<file path="config.mk">
export PLATFORM = sky130hd
export DESIGN_NAME = wave_addr_loop
export DESIGN_NICKNAME = d
export VERILOG_FILES = /design/src/rtl/wave_addr_loop.sv
export SDC_FILE = /design/constraint.sdc
export NUM_CORES = 1
export LEC_CHECK = 0
export ABC_CLOCK_PERIOD_IN_PS = 4500
export BUFFER_PORTS_ARGS = -buffer_cell sky130_fd_sc_hd__buf_2
export CELL_PAD_IN_SITES_DETAIL_PLACEMENT = 1
export CELL_PAD_IN_SITES_GLOBAL_PLACEMENT = 2
export CORE_MARGIN = 2
export CORE_UTILIZATION = 24
export CTS_BUF_LIST = sky130_fd_sc_hd__clkbuf_16
export CTS_CLUSTER_DIAMETER = 60
export DETAILED_ROUTE_END_ITERATION = 6
export PLACE_DENSITY_LB_ADDON = 0.1
export SLEW_MARGIN = 20
export SYNTH_ARGS = -nofsm -noshare
export SYNTH_HDL_FRONTEND = slang
export SYNTH_SLANG_ARGS = --single-unit
</file>
<file path="constraint.sdc">
create_clock -name clk -period 4.5 [get_ports clk]
set_input_delay 0.225 -clock clk [delete_from_list [all_inputs] [get_ports clk]]
set_output_delay 0.225 -clock clk [all_outputs]
set_load 0.05 [all_outputs]
</file>
<file path="src/rtl/wave_addr_loop.sv">
module wave_addr_loop #(
  parameter int NPROF = 8,
  parameter int AW    = 10,
  parameter int TW    = 16
) (
  input  logic               clk,
  input  logic               rst_n,
  input  logic               upd_i,
  input  logic [2:0]         sel_i,
  input  logic [NPROF*AW-1:0] prof_start_i,
  input  logic [NPROF*AW-1:0] prof_end_i,
  input  logic [NPROF*TW-1:0] prof_step_i,
  input  logic [NPROF-1:0]   prof_nodwell_i,
  output logic [AW-1:0]      addr_o,
  output logic               eos_o
);
  localparam int SW = $clog2(NPROF);

  logic [SW-1:0] sel_q, sel_prev;
  logic          started;
  logic [AW-1:0] addr;
  logic [TW-1:0] tmr;
  logic [1:0]    fcnt;

  logic [AW-1:0] cur_start, cur_end, nxt;
  logic [TW-1:0] cur_step, cur_stepm1;
  logic          chg, restart, tick;
  logic          unused_nodwell;

  assign cur_start  = prof_start_i[int'(sel_q)*AW +: AW];
  assign cur_end    = prof_end_i[int'(sel_q)*AW +: AW];
  assign cur_step   = prof_step_i[int'(sel_q)*TW +: TW];
  assign cur_stepm1 = (cur_step == '0) ? '0 : cur_step - TW'(1);

  assign chg     = started && (sel_q != sel_prev);
  assign restart = upd_i || chg || !started;
  assign tick    = (tmr == '0);
  assign nxt     = (addr == cur_end) ? cur_start : addr + AW'(1);

  assign unused_nodwell = ^prof_nodwell_i;

  always_ff @(posedge clk) begin
    if (!rst_n) begin
      sel_q    <= '0;
      sel_prev <= '0;
      started  <= 1'b0;
      addr     <= '0;
      tmr      <= '0;
      fcnt     <= '0;
    end else begin
      sel_q    <= sel_i[SW-1:0];
      sel_prev <= sel_q;
      started  <= 1'b1;
      if (restart) begin
        addr <= cur_start;
        tmr  <= cur_stepm1;
        fcnt <= '0;
      end else if (tick) begin
        addr <= nxt;
        tmr  <= cur_stepm1;
        if (nxt == cur_end)   fcnt <= 2'd2;
        else if (fcnt != '0) fcnt <= fcnt - 2'd1;
      end else begin
        tmr <= tmr - TW'(1);
        if (fcnt != '0) fcnt <= fcnt - 2'd1;
      end
    end
  end

  assign addr_o = addr;
  assign eos_o  = (fcnt != '0);

  AST_HOLD_BETWEEN_TICKS: assert property (@(posedge clk) disable iff (!rst_n)
    (!restart && !tick) |=> $stable(addr_o));
  AST_STEP_BY_ONE: assert property (@(posedge clk) disable iff (!rst_n)
    (!restart && tick && addr_o != cur_end) |=> (addr_o == $past(addr_o) + AW'(1)));
  AST_WRAP_TO_START: assert property (@(posedge clk) disable iff (!rst_n)
    (!restart && tick && addr_o == cur_end) |=> (addr_o == $past(cur_start)));
  AST_RESTART_LOAD: assert property (@(posedge clk) disable iff (!rst_n)
    restart |=> (addr_o == $past(cur_start)));
  AST_RESTART_FLAG_LOW: assert property (@(posedge clk) disable iff (!rst_n)
    restart |=> !eos_o);
  AST_FLAG_TWO_CYCLES: assert property (@(posedge clk) disable iff (!rst_n)
    ($rose(eos_o) && !restart) |=> eos_o);
  AST_FLAG_ON_END: assert property (@(posedge clk) disable iff (!rst_n)
    $rose(eos_o) |-> (addr_o == cur_end));
endmodule

</file>
==> impl_metrics.env <==
export IMPL_clk_latency_ns=0.28
export IMPL_tritoncts="yes"
export IMPL_synth_common_cells="mux4_2 (59), mux2i_1 (49), dfxtp_1 (35)"
export IMPL_netlist_instances=485
export IMPL_arrival_ns=3.80
export IMPL_ys_seq_area_frac=0.144
export IMPL_fin_area_sq_um=6740
export IMPL_postRouteAntennaNets=0
export IMPL_htreeDepth=2
export IMPL_cts_path_max_buffers=2
export IMPL_start_kind="flip-flop"
export IMPL_cap_viol_max_count=0
export IMPL_status="completed"
export IMPL_min_period_ns=3.62
export IMPL_power_total_mw=1.47
export IMPL_yosys_top_cells_area="mux4_2 (27%), dfxtp_1 (14%), mux2i_1 (10%), xnor2_1 (5.2%), and2_1 (3.6%)"
export IMPL_vdd_ir_drop_max_v=0.000129
export IMPL_cts_resized=0
export IMPL_p_leak_nw=2.93
export IMPL_yosysUniqueCellTypes=65
export IMPL_synth_most_common_cell="mux4_2"
export IMPL_final_cells=1053
export IMPL_p_seq_frac=0.270
export IMPL_synth_area_per_cell_sq_um=10.0
export IMPL_die_w_microns=146
export IMPL_clkSinkCount=35
export IMPL_skew_ns=0.00247
export IMPL_die_h_microns=146
export IMPL_fmax_ghz=0.276
export IMPL_clock_root_buffer="clkbuf_16"
export IMPL_synth_nets=792
export IMPL_post_dp_hpwl_microns=17900
export IMPL_synth_seq_cells=35
export IMPL_antenna_found_initial=9
export IMPL_p_sw_uw=544
export IMPL_p_clk_frac=0.273
export IMPL_grt_ovfl_total=0
export IMPL_rsz0062_at_grt="false"
export IMPL_tns_ns=0
export IMPL_clk_pin_slew_worst_paths_ns=0.07
export IMPL_cp_max_fo=34
export IMPL_timing_final_crit_share=0.805
export IMPL_grt_usage=0.193
export IMPL_min_path_type="in -> reg"
export IMPL_dieArea_sq_um=21400
export IMPL_rows=52
export IMPL_cts_buffers=5
export IMPL_finalNetCount=1081
export IMPL_pin_count=313
export IMPL_synth_area_sq_um=4860
export IMPL_dr_pass1_iters=4
export IMPL_setup_viol=0
export IMPL_cp_end_kind="flip-flop"
export IMPL_via_per_inst=4.88
export IMPL_yosysTopAreaCellShare=0.273
export IMPL_drv_slew=0
export IMPL_place_area_sq_um=6550
export IMPL_grt_max_degree=36
export IMPL_drive_gt1_frac=0.534
export IMPL_core_sq_um=20000
export IMPL_power_density_nw_per_um2=219
export IMPL_wl_microns=20900
export IMPL_relSlewSlack=0.506
export IMPL_fin_util=0.336
export IMPL_switching_share=0.369
export IMPL_post_place_ws_ns=0.874
export IMPL_port_buffer_count=304
export IMPL_grt_pass1_vias=5887
export IMPL_drt_first_iter_violations=181
export IMPL_hold_violations=0
export IMPL_holdWs_ns=0.154
export IMPL_ys_warnings_count=0
export IMPL_wl_per_cell_microns=19.9
export IMPL_postCtsHoldBufs=0
export IMPL_post_cts_setup_buffers=0
export IMPL_start_util=0.243
export IMPL_area_growth_pct=38.7
export IMPL_grt_pass1_wl_microns=32300
export IMPL_synth_edff_count=0
export IMPL_gp_congestion=0.930
export IMPL_layout_setup_ws_ns=0.879
export IMPL_path_class="reg -> reg"
export IMPL_drc_errors=0
export IMPL_p_int_uw=929
export IMPL_combinationalPowerShare=0.457
export IMPL_synth_top_cell_by_area="mux4_2"
export IMPL_place_inst=1037
export IMPL_vias=5143
export IMPL_cp_data_required_time_ns=4.68
export IMPL_synth_ff_type="dfxtp_1"
export IMPL_synth_async_reset_ratio=0
export IMPL_worst_pin_slew_ns=0.741
cell type report:
type                    instances  area (sq um)
diodes                          8          20.0
inverters                      14          52.6
well taps                     270           338
repair buffers                314          1600
clock buffers                   6           150
flip-flops and latches         35           712
clock inverters                 2          17.5
multi-input cells             404          3850
fillers                      2448         13300
worst paths after layout:
kind	slack, ns	cells after the start	endpoint	from
max reg2reg	0.88	11	fcnt[0]	sel_q[1]
min	0.15	2	sel_q[0]	sel_i[0]
max	0.88	11	fcnt[0]	sel_q[1]
min reg2reg	0.50	2	fcnt[1]	fcnt[1]
per-layer routing:
metal / vias to the layer above / wire length [microns] / GRT usage
li1: 2455 / - / -
met3: 20 / 968 / 0.0447
met5: - / 13 / 0
met4: 2 / 261 / 0.0471
met2: 143 / 11500 / 0.371
met1: 2523 / 8220 / 0.213
cell families (layout without fill, tap and decap cells):
group | Yosys count | after routing | synth area share
XOR/XNOR | 44 | 44 | 0.0793
flip-flops | 35 | 35 | 0.144
AND/OR/NAND/NOR | 147 | 147 | 0.165
other | 0 | 8 | 0
AO/OA/AOI/OAI | 85 | 85 | 0.124
buffers and inverters | 46 | 336 | 0.0626
multiplexers | 123 | 123 | 0.412
adder cells (fa/ha/maj) | 5 | 5 | 0.0129
placed cells by master (no fill, tap or decap), types with 14 or more instances in the layout:
cell / synthesis / layout
nor2_1: 27 / 27
xor2_1: 15 / 15
a21oi_1: 14 / 14
mux2i_1: 49 / 49
dfxtp_1: 35 / 32
xnor2_1: 29 / 29
buf_2: 8 / 304
mux4_2: 59 / 59
and2_1: 28 / 28
inv_1: 14 / 14
nand2_1: 26 / 26
o22ai_1: 19 / 19
nand3_1: 14 / 14
power by group through the flow:
stage | registers [mW] | clock network (mW) | logic (mW)
5_1_grt | 0.406 | 0.428 | 0.742
6_report | 0.398 | 0.402 | 0.673
4_1_cts | 0.399 | 0.409 | 0.687
2_1_floorplan | 0.412 | 0 | 0.430
3_3_place_gp | 0.404 | 0 | 0.669
3_5_place_dp | 0.406 | 0 | 0.684
worst max-delay path, cell delays in order, from the launching register on:
cell and delay [ns]:
dfxtp_4 0.66, buf_4 0.35, nand2b_1 0.13, o22ai_2 0.14, nor3_1 0.06, nand4b_1 0.21
or4_1 0.67, nor2_4 0.14, mux2_1 0.36, a221oi_2 0.38, nand4_1 0.20, o21a_1 0.21
state kept, by name (all words and copies together), names as in the netlist:
signal and flops:
fcnt 2, tmr 16, sel_prev 3, sel_q 3, started 1, addr_o 10
(Power assumes the default switching activity.)
